File: src/rtl/lpl_pkg.sv
package lpl_pkg;

  localparam int NUM_LP = 5;

  // level codes; numeric order is depth order
  localparam logic [2:0] LV_ACT  = 3'd0;
  localparam logic [2:0] LV_PD   = 3'd1;
  localparam logic [2:0] LV_SR   = 3'd2;
  localparam logic [2:0] LV_SRPD = 3'd3;
  localparam logic [2:0] LV_SRMC = 3'd4;
  localparam logic [2:0] LV_SBY  = 3'd5;

  // sequencer phases
  localparam logic [1:0] ST_ACT   = 2'd0;
  localparam logic [1:0] ST_LOWP  = 2'd1;
  localparam logic [1:0] ST_WAKE  = 2'd2;
  localparam logic [1:0] ST_EXREQ = 2'd3;

  function automatic logic [NUM_LP-1:0] lvl_onehot(input logic [2:0] lv);
    logic [NUM_LP-1:0] v;
    v = '0;
    for (int i = 1; i <= NUM_LP; i++) begin
      if (lv == 3'(i)) v[i-1] = 1'b1;
    end
    return v;
  endfunction

endpackage

File: src/rtl/lpl_idle_counter.sv
module lpl_idle_counter #(
  parameter int CNT_W = 19
) (
  input  logic             clk,
  input  logic             rst,
  input  logic             clr,
  output logic [CNT_W-1:0] cnt
);

  localparam logic [CNT_W-1:0] CNT_MAX = '1;

  always_ff @(posedge clk) begin
    if (rst || clr) begin
      cnt <= '0;
    end else if (cnt != CNT_MAX) begin
      cnt <= cnt + 1'b1;
    end
  end

endmodule

File: src/rtl/lpl_thresh_eval.sv
module lpl_thresh_eval
  import lpl_pkg::*;
#(
  parameter int PD_W       = 8,
  parameter int SRX_W      = 8,
  parameter int SBY_W      = 16,
  parameter int SCALE_LOG2 = 10,
  parameter int CNT_W      = 19
) (
  input  logic             clk,
  input  logic             rst,
  input  logic             load,
  input  logic             mem_is_lp4,
  input  logic [PD_W-1:0]  thr_pd,
  input  logic [SRX_W-1:0] thr_sr,
  input  logic [SRX_W-1:0] thr_srmc,
  input  logic [SRX_W-1:0] thr_srpd,
  input  logic [SBY_W-1:0] thr_sby,
  input  logic [CNT_W-1:0] cnt,
  output logic [2:0]       target
);

  // captured thresholds, frozen outside the active phase
  logic [PD_W-1:0]  sh_pd;
  logic [SRX_W-1:0] sh_sr, sh_srmc, sh_srpd;
  logic [SBY_W-1:0] sh_sby;

  always_ff @(posedge clk) begin
    if (rst) begin
      sh_pd   <= '0;
      sh_sr   <= '0;
      sh_srmc <= '0;
      sh_srpd <= '0;
      sh_sby  <= '0;
    end else if (load) begin
      sh_pd   <= thr_pd;
      sh_sr   <= thr_sr;
      sh_srmc <= thr_srmc;
      sh_srpd <= thr_srpd;
      sh_sby  <= thr_sby;
    end
  end

  // effective thresholds in idle cycles, indexed by level code - 1
  logic [CNT_W-1:0]  eff [NUM_LP];
  logic [NUM_LP-1:0] allow;

  always_comb begin
    eff[0] = CNT_W'(sh_pd);
    eff[1] = CNT_W'(sh_sr)   << SCALE_LOG2;
    eff[2] = CNT_W'(sh_srpd) << SCALE_LOG2;
    eff[3] = CNT_W'(sh_srmc) << SCALE_LOG2;
    eff[4] = CNT_W'(sh_sby);
    allow    = '1;
    allow[2] = mem_is_lp4;
  end

  logic [NUM_LP-1:0] hit;

  generate
    for (genvar g = 0; g < NUM_LP; g++) begin : g_cmp
      assign hit[g] = allow[g] && (eff[g] != '0) && (cnt >= eff[g]);
    end
  endgenerate

  // deepest met level wins
  always_comb begin
    target = LV_ACT;
    for (int i = 0; i < NUM_LP; i++) begin
      if (hit[i]) target = 3'(i + 1);
    end
  end

endmodule

File: src/rtl/lpl_seq.sv
module lpl_seq
  import lpl_pkg::*;
(
  input  logic              clk,
  input  logic              rst,
  input  logic              bus_busy,
  input  logic              exit_done,
  input  logic [2:0]        target,
  output logic [1:0]        st,
  output logic [2:0]        level,
  output logic [NUM_LP-1:0] enter_req,
  output logic [NUM_LP-1:0] exit_req,
  output logic              sr_active,
  output logic              clk_en_mc,
  output logic              clk_en_phy,
  output logic              clk_en_dram
);

  logic [1:0]        st_n;
  logic [2:0]        lvl_n, step_lv;
  logic [NUM_LP-1:0] enter_n, exit_n;
  logic              go_deeper;

  // standby is only reached from a self-refresh level
  always_comb begin
    if (target == LV_SBY && level < LV_SR) step_lv = LV_SR;
    else                                   step_lv = target;
  end

  always_comb begin
    st_n      = st;
    lvl_n     = level;
    enter_n   = '0;
    exit_n    = exit_req;
    go_deeper = 1'b0;
    case (st)
      ST_ACT: begin
        if (!bus_busy && target != LV_ACT) go_deeper = 1'b1;
      end
      ST_LOWP: begin
        if (bus_busy)             st_n = ST_WAKE;
        else if (target > level)  go_deeper = 1'b1;
      end
      ST_WAKE: begin
        st_n   = ST_EXREQ;
        exit_n = lvl_onehot(level);
      end
      default: begin
        if (exit_done) begin
          st_n   = ST_ACT;
          lvl_n  = LV_ACT;
          exit_n = '0;
        end
      end
    endcase
    if (go_deeper) begin
      st_n    = ST_LOWP;
      lvl_n   = step_lv;
      enter_n = lvl_onehot(step_lv);
    end
  end

  always_ff @(posedge clk) begin
    if (rst) begin
      st          <= ST_ACT;
      level       <= LV_ACT;
      enter_req   <= '0;
      exit_req    <= '0;
      sr_active   <= 1'b0;
      clk_en_mc   <= 1'b1;
      clk_en_phy  <= 1'b1;
      clk_en_dram <= 1'b1;
    end else begin
      st          <= st_n;
      level       <= lvl_n;
      enter_req   <= enter_n;
      exit_req    <= exit_n;
      sr_active   <= (lvl_n >= LV_SR);
      clk_en_mc   <= !(st_n == ST_LOWP && lvl_n >= LV_SRMC);
      clk_en_phy  <= !(st_n == ST_LOWP && lvl_n == LV_SBY);
      clk_en_dram <= !(st_n == ST_LOWP && lvl_n == LV_SBY);
    end
  end

endmodule

File: src/rtl/lp_idle_ladder.sv
module lp_idle_ladder
  import lpl_pkg::*;
#(
  parameter int SCALE_LOG2 = 10,
  parameter int PD_W       = 8,
  parameter int SRX_W      = 8,
  parameter int SBY_W      = 16
) (
  input  logic              clk,
  input  logic              rst,
  input  logic              bus_busy,
  input  logic              mem_is_lp4,
  input  logic              exit_done,
  input  logic [PD_W-1:0]   thr_pd,
  input  logic [SRX_W-1:0]  thr_sr,
  input  logic [SRX_W-1:0]  thr_srmc,
  input  logic [SRX_W-1:0]  thr_srpd,
  input  logic [SBY_W-1:0]  thr_sby,
  output logic [2:0]        lp_level,
  output logic [NUM_LP-1:0] enter_req,
  output logic [NUM_LP-1:0] exit_req,
  output logic              sr_active,
  output logic              clk_en_mc,
  output logic              clk_en_phy,
  output logic              clk_en_dram
);

  localparam int SCALED_W = SRX_W + SCALE_LOG2;
  localparam int WIDE1    = (PD_W > SCALED_W) ? PD_W : SCALED_W;
  localparam int WIDE2    = (WIDE1 > SBY_W) ? WIDE1 : SBY_W;
  localparam int CNT_W    = WIDE2 + 1;

  logic [CNT_W-1:0] idle_cnt;
  logic [1:0]       st_q;
  logic [2:0]       target;
  logic             cnt_clr;

  assign cnt_clr = bus_busy || (st_q == ST_WAKE) || (st_q == ST_EXREQ);

  lpl_idle_counter #(.CNT_W(CNT_W)) u_cnt (
    .clk (clk),
    .rst (rst),
    .clr (cnt_clr),
    .cnt (idle_cnt)
  );

  lpl_thresh_eval #(
    .PD_W(PD_W), .SRX_W(SRX_W), .SBY_W(SBY_W),
    .SCALE_LOG2(SCALE_LOG2), .CNT_W(CNT_W)
  ) u_eval (
    .clk        (clk),
    .rst        (rst),
    .load       (st_q == ST_ACT),
    .mem_is_lp4 (mem_is_lp4),
    .thr_pd     (thr_pd),
    .thr_sr     (thr_sr),
    .thr_srmc   (thr_srmc),
    .thr_srpd   (thr_srpd),
    .thr_sby    (thr_sby),
    .cnt        (idle_cnt),
    .target     (target)
  );

  lpl_seq u_seq (
    .clk         (clk),
    .rst         (rst),
    .bus_busy    (bus_busy),
    .exit_done   (exit_done),
    .target      (target),
    .st          (st_q),
    .level       (lp_level),
    .enter_req   (enter_req),
    .exit_req    (exit_req),
    .sr_active   (sr_active),
    .clk_en_mc   (clk_en_mc),
    .clk_en_phy  (clk_en_phy),
    .clk_en_dram (clk_en_dram)
  );

endmodule

File: config.mk
export PLATFORM = sky130hd
export DESIGN_NAME = lp_idle_ladder
export DESIGN_NICKNAME = d
export VERILOG_FILES = /design/src/rtl/lpl_pkg.sv /design/src/rtl/lpl_idle_counter.sv /design/src/rtl/lpl_thresh_eval.sv /design/src/rtl/lpl_seq.sv /design/src/rtl/lp_idle_ladder.sv
export SDC_FILE = /design/constraint.sdc
export NUM_CORES = 1
export LEC_CHECK = 0
export BUFFER_PORTS_ARGS = -buffer_cell sky130_fd_sc_hd__clkbuf_2
export CAP_MARGIN = 20
export CORE_MARGIN = 2
export CORE_UTILIZATION = 50
export CTS_BUF_LIST = sky130_fd_sc_hd__clkbuf_8
export DETAILED_ROUTE_END_ITERATION = 8
export PLACE_DENSITY = 0.74
export SYNTH_ARGS = -nofsm -noshare
export SYNTH_HDL_FRONTEND = slang
export SYNTH_SLANG_ARGS = --single-unit
File: constraint.sdc
create_clock -name clk -period 3.8 [get_ports clk]
set_clock_uncertainty 0.05 [all_clocks]
set_input_delay 0.57 -clock clk [delete_from_list [all_inputs] [get_ports clk]]
set_output_delay 0.57 -clock clk [all_outputs]
set_load 0.03 [all_outputs]
==> results, run 1 <==
- The run finished with clean final reports.
- The number of antenna violations at the first check in global routing is 0.
- The remaining antenna violation count is 0.
- The vertical extent of the die is 102 um.
- The weighted congestion reported at the end of routability-driven placement is roughly 1.0.
- The leakage component of the power is approximately 2.6 nW.
- CTS placed an instance of sky130_fd_sc_hd__clkbuf_8 at the clock tree root.
- In the final routed layout, each cell accounts on average for between 15 and 20 um.
- The destination of the worst register-to-register timing path is u_seq.clk_en_mc$_SDFF_PP1_.
- The post-synthesis instance area is 4830 um^2.
- 70 I/O pins were placed.
- The startpoint type of the worst setup path is a flip-flop.
- The power density over the cells is 568 nW/um^2.
- The worst register-to-register path has a setup slack of around 0.14 ns.
- The placed wire-length estimate after detailed placement is between 9000 and 10000 um.
- The number of diodes is 0.
- The total clock buffers created by CTS is 9.
- The final hold slack is 0.360 ns.
- Entering global routing, the biggest net connects 49 pins.
- The worst path uses between 90% and 100% of the clock period.
- The number of vias per cell after detailed routing is 5.59.
- The number of cells traversed by the worst register-to-register path is 17.
- The number of synthesis warnings is 0.
- The main flop type after synthesis is sky130_fd_sc_hd__dfxtp_1.
- The final instance area is about 5700 um^2.
- The clock drives between 80 and 90 sinks.
- The maximum clock insertion buffer count is 2.
- The core region area is between 9000 and 10000 um^2.
- Input and output buffers added on the ports amount to 69.
- The max-slew violation count was 0.
- The startpoint identified for the worst hold timing path is thr_sby[4].
- The min-delay analysis places its worst path in the category primary input to flip-flop.
- The library cells used most frequently in the layout, excluding fill and tap cells, are sky130_fd_sc_hd__nand2_1, sky130_fd_sc_hd__dfxtp_1, sky130_fd_sc_hd__a21oi_1.
- The initial cell density of the core is approximately 52%.
- The number of global-route vias before repair is 4345.
- The number of remaining DRC errors is 0.
- The total nets after synthesis is 720.
- Global routing used 24.7% of the available tracks across all layers.
- Counting flops with an async set or reset pin after synthesis yields a share of 0%.
- The clock transition at the registers of the reported paths is roughly 0.090 ns.
- Once placement finished, the instance area stood at roughly 5400 um^2.
- The largest stage delay on the critical path is ~0.40 ns.
- Global routing finished with a remaining overflow of 0.
- The total of endpoints with negative setup slack in the final report is 0.
- The first-iteration detailed-routing DRC count is 334.
- By area the synthesized netlist is led by sky130_fd_sc_hd__dfxtp_1, sky130_fd_sc_hd__ha_1, sky130_fd_sc_hd__nand2_1.
- The filler cell count is 865.
- The floorplan step defined a die boundary enclosing 10500 um^2.
- The worst-case IR drop observed on VDD is roughly 290 uV.
- The transition at the pin with the smallest max-transition slack is ~1.0 ns.
- The area added between synthesis and finish is 18.7%.
- Sequential elements use between 30% and 40% of the synthesized area.
- The count of distinct cell types in the synthesized netlist is 61.
- The slowest stage cell on the critical path is sky130_fd_sc_hd__or3_1.
- Traced cell by cell, the critical path runs through buf_4 -> ha_1 -> nand4_1 -> nor4_2 -> nand2_1 -> a31oi_1 -> nand3b_2 -> nand3_2 -> inv_2 -> ha_4 -> nand2_1 -> o21ai_0 -> nand4_1 -> nand2b_1 -> or3_1 -> a22oi_2 -> o311ai_2.
- The critical path in this run is classified as flip-flop to flip-flop.
- The number of violations of the max-capacitance limit is 0.
- In this run the worst path has a maximum fanout of 7.
- TritonCTS built the clock tree.
- The synthesized design spends more area on one cell type than any other, namely sky130_fd_sc_hd__dfxtp_1.
- The clock reaches the later pin of the worst-skew pair after between 0.3 and 0.4 ns.
- The worst register-to-register path begins at u_cnt.cnt[13]$_SDFFE_PP0P_.
- The die is 102 um wide.
- STA classifies the critical path endpoint as a flip-flop.
- The fraction of post-synthesis cell area in the top cell type by area is 35.3%.
- At the worst endpoint, the required time is a little under 4 ns.
- For hold timing, the worst endpoint is u_eval.sh_sby[4]$_SDFFE_PP0N_.
- The instance count of the mapped netlist is 614.
- STA puts the critical path data arrival time at between 3 and 4 ns.
- Wires add up to between 10000 and 15000 um.
- The library cell used most frequently in the layout, excluding fill and tap cells, is sky130_fd_sc_hd__nand2_1.
- The count of cells along the worst hold path is 3.
- The number of flops mapped to enable cells by yosys is 0.
- The worst relative slew slack is between 30% and 40%.
- The share of layout cells above drive strength 1 is 22.2%.
- Adding up every negative setup slack in the final design gives 0 ns.
- The worst path needs 3.66 ns of the cycle, external delays included.
- The number of cell rows is 35.
- The highest attainable clock frequency is about 270 MHz.
- The first detailed-routing pass ran for 6 iterations.
- The H-tree depth is 3.
- The final layout contains 796 nets.
- The first global-routing pass estimated about 20000 um of wire.
- The post-cts hold buffer count is 0.
- The detailed router placed 4606 vias in this run.
- Dividing the synthesized area by the synthesized cell count gives between 7 and 8 um^2.
- The post-synthesis register bit count is between 80 and 90.
- The number of endpoints with negative hold slack in the final report came to 0.
Yosys cell counts, drive strengths merged (10+ instances only):
cell and number:
nor2 37, nand4 11, ha 53, inv 56, dfxtp 85, nand3 17
a21oi 72, nor4 15, xor2 10, o21ai 16, clkbuf 22, nand2 128
area by class of cell:
| class | count | area (um^2) | share of cell area, % |
|---|---|---|---|
| clock buffer | 11 | 151 | 2.64 |
| clock inverter | 5 | 36.3 | 0.633 |
| inverter | 56 | 210 | 3.67 |
| multi-input combinational | 447 | 2940 | 51.3 |
| sequential | 85 | 1720 | 30.0 |
| tap | 129 | 161 | 2.82 |
| timing repair buffer | 91 | 510 | 8.91 |
power breakdown:
part | internal [mW] | switching [mW]
Clock | 0.273 | 0.339
Combinational | 0.547 | 0.880
Sequential | 1.06 | 0.155
per-layer routing:
layer	routed length [um]	global-route usage, %	vias up	part of all wire [%]
li1	-	-	2267	-
met1	5580	33.3	2137	45
met2	5890	40.9	168	47
met3	687	4.17	34	5.5
met4	267	6.87	0	2.1
met5	0	0	-	0
critical path, delay by kind of cell, from the launching register on:
kind,cells,cell delay [ns]
AO/OA/AOI/OAI,4,0.71
adder cells (fa/ha/maj),2,0.49
buffers and inverters,2,0.28
flip-flops,1,0.36
AND/OR/NAND/NOR,9,1.59
cell families after synthesis:
kind of cell | count (synthesis) | synth area share, %
AO/OA/AOI/OAI | 124 | 16.6
XOR/XNOR | 14 | 2.54
adder cells (fa/ha/maj) | 53 | 13.7
buffers and inverters | 82 | 6.69
flip-flops | 85 | 35.3
multiplexers | 1 | 0.207
AND/OR/NAND/NOR | 255 | 25.0
sequential cells by signal, indices dropped and copies added (netlist names), 2 cells and up:
register / cells
u_eval.sh_srmc: 8
u_eval.sh_pd: 8
u_seq.exit_req: 5
u_eval.sh_srpd: 8
u_eval.sh_sr: 8
u_cnt.cnt: 19
u_seq.enter_req: 5
u_seq.level: 3
u_seq.st: 2
u_eval.sh_sby: 16
how the worst max path moves through the flow:
stage	startpoint	end	slack, ns	cells past startpoint
2_1_floorplan	u_cnt.cnt[12]$_SDFFE_PP0P_	u_seq.clk_en_phy$_SDFF_PP1_	0.15	17
3_3_place_gp	u_eval.sh_sby[14]$_SDFFE_PP0N_	u_seq.clk_en_mc$_SDFF_PP1_	0.15	17
3_5_place_dp	u_eval.sh_sby[14]$_SDFFE_PP0N_	u_seq.clk_en_mc$_SDFF_PP1_	0.02	17
4_1_cts	u_eval.sh_sby[14]$_SDFFE_PP0N_	u_seq.clk_en_phy$_SDFF_PP1_	0.01	17
5_1_grt	u_eval.sh_srmc[7]$_SDFFE_PP0N_	u_seq.clk_en_mc$_SDFF_PP1_	-0.03	15
6_report	u_cnt.cnt[13]$_SDFFE_PP0P_	u_seq.clk_en_mc$_SDFF_PP1_	0.14	17
stage by stage:
| step | cells | worst slack (ns) | util (%) | total power, mW |
|---|---|---|---|---|
| 3_5_place_dp | 804 | 0.0169 | 57.8 | 2.53 |
| 3_3_place_gp | 804 | 0.145 | 57.8 | 2.47 |
| 2_1_floorplan | 614 | 0.152 | - | 2.17 |
| 5_1_grt | 824 | -0.0279 | 61.7 | 3.52 |
| 6_report | 824 | 0.140 | 61.7 | 3.25 |
| 4_1_cts | 820 | 0.0122 | 59.9 | 3.14 |
what timing repair did:
item,in CTS,in global routing
setup buffers,0,4
resized for setup,1,37
pin swaps,0,12
endpoints found under the setup margin,1,10
(Power assumes the default switching activity.)
==> run 2: changes to the inputs <==
--- a/config.mk
+++ b/config.mk
@@ -11,6 +11,7 @@
 export CORE_UTILIZATION = 50
 export CTS_BUF_LIST = sky130_fd_sc_hd__clkbuf_8
 export DETAILED_ROUTE_END_ITERATION = 8
+export GPL_TIMING_DRIVEN = 0
 export PLACE_DENSITY = 0.74
 export SYNTH_ARGS = -nofsm -noshare
 export SYNTH_HDL_FRONTEND = slang
==> results, run 2 (synthesis gave the netlist of run 1 again) <==
- The flow ran to the end, and the final reports show no timing, DRC or antenna violations.
- The library cell used as clock root buffer is sky130_fd_sc_hd__clkbuf_8.
- The worst setup path is of the flip-flop to flip-flop kind.
- The worst-path maximum fanout is 3 (-4).
- The cell-internal power came to 2.05 mW (+9.4%).
- The final instance area is 5900 um^2 (+2.9%).
- The number of antenna violations at the first check in global routing was 0 (unchanged).
- Setup repair after global routing could not meet its margin everywhere.
- Leaving out fill and tap cells, the most frequent cell in the layout is sky130_fd_sc_hd__nand2_1.
- The number of top-level pins is 70 (unchanged).
- The worst relative slew slack is 59.4% (+29 points).
- The total placed instance area was 5330 um^2 (-0.65%).
- The highest layer touched by signal routing is met4.
- The final hold slack is 0.367 ns (+0.00642 ns).
- The filler cell count came to 843 (-2.5%).
- The remaining antenna violation count is 0 (unchanged).
- The number of nets in the final layout was 814 (+2.3%).
- The wire length on met2 was 5860 um (-0.61%).
- The area added between synthesis and finish is 22.2%.
- The share of layout cells above drive strength 1 was 22.8% (+0.59 points).
- The setup slack after layout is 0.0729 ns (-0.0667 ns).
- The post-layout minimum cycle time was 3.73 ns (+0.0667 ns).
- The capturing element type of the critical path is a flip-flop.
- The core region area is 9280 um^2 (unchanged).
- The total of endpoints with negative setup slack in the final report is 0 (unchanged).
- The number of cell rows is 35 (unchanged).
- In the final layout, the registers with the most flip-flops are u_cnt.cnt (19), u_eval.sh_sby (16).
- The count of buffers inserted at the top-level ports is 68 (-1.4%).
- The sequential cell fraction of total power is 34.4% (-2.9 points).
- The die area is 10500 um^2 (unchanged).
- The total power came to 3.48 mW (+6.9%).
- The highest attainable clock frequency is 268 MHz (-1.8%).
- The number of violations of the max-capacitance limit is 0 (unchanged).
- The number of global-route vias before repair is 4397 (+1.2%).
- The largest stage delay on the critical path was 0.38 ns (-0.02 ns).
- The max-slew violation count was 0 (unchanged).
- The total met3 wirelength after detailed routing was 602 um (-12%).
- The detailed-route wire length on metal 1 was 6120 um (+9.7%).
- The number of sinks on the clock net is 85 (unchanged).
- The number of remaining DRC errors is 0 (unchanged).
- The switching component of the power is 1.42 mW (+3.5%).
- The global-route wire length before repair is 20900 um (+2.2%).
- The peak supply drop is 300 uV (+4.5%).
- The pin count of the biggest net entering global routing is 14 (-71%).
- The final routed wire length divided by cell count is 15.3 um (+1.5%).
- The total routed wirelength is 12900 um (+3.6%).
- The number of diodes is 0 (unchanged).
- The proportion of total power due to net switching is 40.9% (-1.3 points).
- The placed wire-length estimate after detailed placement is 9610 um (+4.9%).
- The slowest stage cell on the critical path is sky130_fd_sc_hd__or3_1.
- The number of detailed-route iterations in the first pass is 5 (-1).
- The power density over the cells came to 589 nW/um^2 (+3.8%).
- The maximum clock insertion buffer count is 2 (unchanged).
- The number of buffers and inverters on the critical path was 3 (+1).
- The number of vias per cell after detailed routing is 5.46 (-2.3%).
- The clock group share of total power is 20.3% (+1.5 points).
- The worst-skew pair later-pin latency came to 0.36 ns (about the same).
- The final worst-path cycle share is 98.1% (+1.8 points).
- The data arrival at the endpoint of the critical path is 3.90 ns (+0.08 ns).
- The number of placed instances, taps included came to 811 (+0.87%).
- The library cells used most frequently in the layout, excluding fill and tap cells, are sky130_fd_sc_hd__nand2_1, sky130_fd_sc_hd__a21oi_1, sky130_fd_sc_hd__clkbuf_2.
- The register with the most flip-flops in the final layout is u_cnt.cnt.
- The fraction of the core area covered by cells at the end of the flow is 63.5% (+1.8 points).
- The remaining global-route overflow is 0 (unchanged).
- The required time of the critical path is 3.97 ns (about the same).
- Traced cell by cell, the critical path runs through inv_1 -> ha_4 -> and3_4 -> a221o_1 -> a211o_1 -> a211oi_4 -> or2_1 -> buf_6 -> nand3_4 -> inv_2 -> ha_4 -> nand2_2 -> o21ai_1 -> nand4_1 -> nand2b_1 -> or3_1 -> a22oi_2 -> o311ai_2.
- The combinational cell fraction of total power came to 45.3% (+1.4 points).
- The clock transition at the registers of the reported paths is 0.09 ns (about the same).
- The overall global routing resource usage was 25.6% (+0.89 points).
- The first-iteration detailed-routing DRC count is 213 (-36%).
- The setup TNS is 0 ns (unchanged).
- The weighted congestion reported at the end of routability-driven placement is 0.914 (-13%).
- The leakage component of the power was 2.59 nW (+1.1%).
- The post-layout instance count excluding filler cells was 841 (+2.1%).
- The most numerous cell type found on the critical path is sky130_fd_sc_hd__ha_4.
- The transition at the pin with the smallest max-transition slack is 0.603 ns (-0.443 ns).
- The horizontal die dimension is 102 um (unchanged).
- The total clock buffers created by CTS is 9 (unchanged).
- The H-tree depth was 3 (unchanged).
- The CTS tree is built.
- The vertical extent of the die is 102 um (unchanged).
- The number of endpoints with negative hold slack in the final report was 0 (unchanged).
- The worst slack at placement came to -0.507 ns (-0.524 ns).
- The initial cell density of the core is 52.0% (unchanged).
- The path type of the worst min-delay path is primary input to flip-flop.
- The number of flip-flops in the largest register is 19 (unchanged).
- In this design, the largest share of critical-path delay is due to compound AO/OA/AOI/OAI gates.
- The startpoint type of the worst setup path is a flip-flop.
- The number of vias after detailed routing is 4594 (-0.26%).
==> run 2: cell count changes in the layout (fill, tap and decap cells not counted), moves of 2 or more <==
cell / previous run / this run
sky130_fd_sc_hd__dfxtp_2: 12 / 15
sky130_fd_sc_hd__clkbuf_1: 0 / 22
sky130_fd_sc_hd__clkinv_4: 2 / 0
sky130_fd_sc_hd__buf_4: 22 / 16
sky130_fd_sc_hd__dfxtp_4: 1 / 4
sky130_fd_sc_hd__inv_1: 56 / 54
sky130_fd_sc_hd__a21oi_1: 71 / 68
sky130_fd_sc_hd__inv_2: 1 / 3
sky130_fd_sc_hd__buf_6: 0 / 2
sky130_fd_sc_hd__bufinv_16: 0 / 2
sky130_fd_sc_hd__a21oi_2: 1 / 4
sky130_fd_sc_hd__dfxtp_1: 72 / 66
==> run 2: power by group through the flow <==
stage / clock (mW) / sequential [mW] / combinational [mW]
floorplan: 0 / 1.20 / 0.967
global placement: 0 / 1.20 / 1.29
detailed placement: 0 / 1.21 / 1.33
CTS: 0.708 / 1.19 / 1.42
global route: 0.753 / 1.21 / 1.76
finish: 0.704 / 1.20 / 1.58
==> run 2: worst register-to-register path, delay by kind of cell, from the launching register on <==
kind	cells	cell delay, ns
AO/OA/AOI/OAI	6	1.38
AND/OR/NAND/NOR	7	1.17
adder cells (fa/ha/maj)	2	0.39
flip-flops	1	0.32
buffers and inverters	3	0.28
==> run 2: final cells by class <==
class	count	area, um^2	area share [%]
inverter	56	210	3.56
multi-input combinational	447	3010	51.0
timing repair buffer	83	457	7.74
clock inverter	5	76.3	1.29
clock buffer	10	138	2.33
buffer	26	113	1.91
tap	129	161	2.74
sequential	85	1740	29.4
==> run 2: timing repair <==
action	CTS	global route
hold buffers	0	0
setup buffers	10	5
endpoints found under the setup margin	11	11
resized for setup	25	38
pin swaps	10	14
==> run 2: path summary, 6_finish.rpt <==
| path | slack [ns] | depth (start not counted) | start | endpoint |
|---|---|---|---|---|
| max | 0.07 | 18 | u_eval.sh_sby[12]$_SDFFE_PP0N_ | u_seq.clk_en_mc$_SDFF_PP1_ |
| min | 0.37 | 3 | thr_srpd[0] | u_eval.sh_srpd[0]$_SDFFE_PP0N_ |
| max reg2reg | 0.07 | 18 | u_eval.sh_sby[12]$_SDFFE_PP0N_ | u_seq.clk_en_mc$_SDFF_PP1_ |
| min reg2reg | 0.41 | 2 | u_eval.sh_srpd[4]$_SDFFE_PP0N_ | u_eval.sh_srpd[4]$_SDFFE_PP0N_ |
==> run 2: metal layers <==
| metal | track usage (%) | vias to the layer above |
|---|---|---|
| li1 | - | 2302 |
| met1 | 34.5 | 2146 |
| met2 | 40.9 | 124 |
| met3 | 5.54 | 22 |
| met4 | 8.21 | 0 |
| met5 | 0 | - |
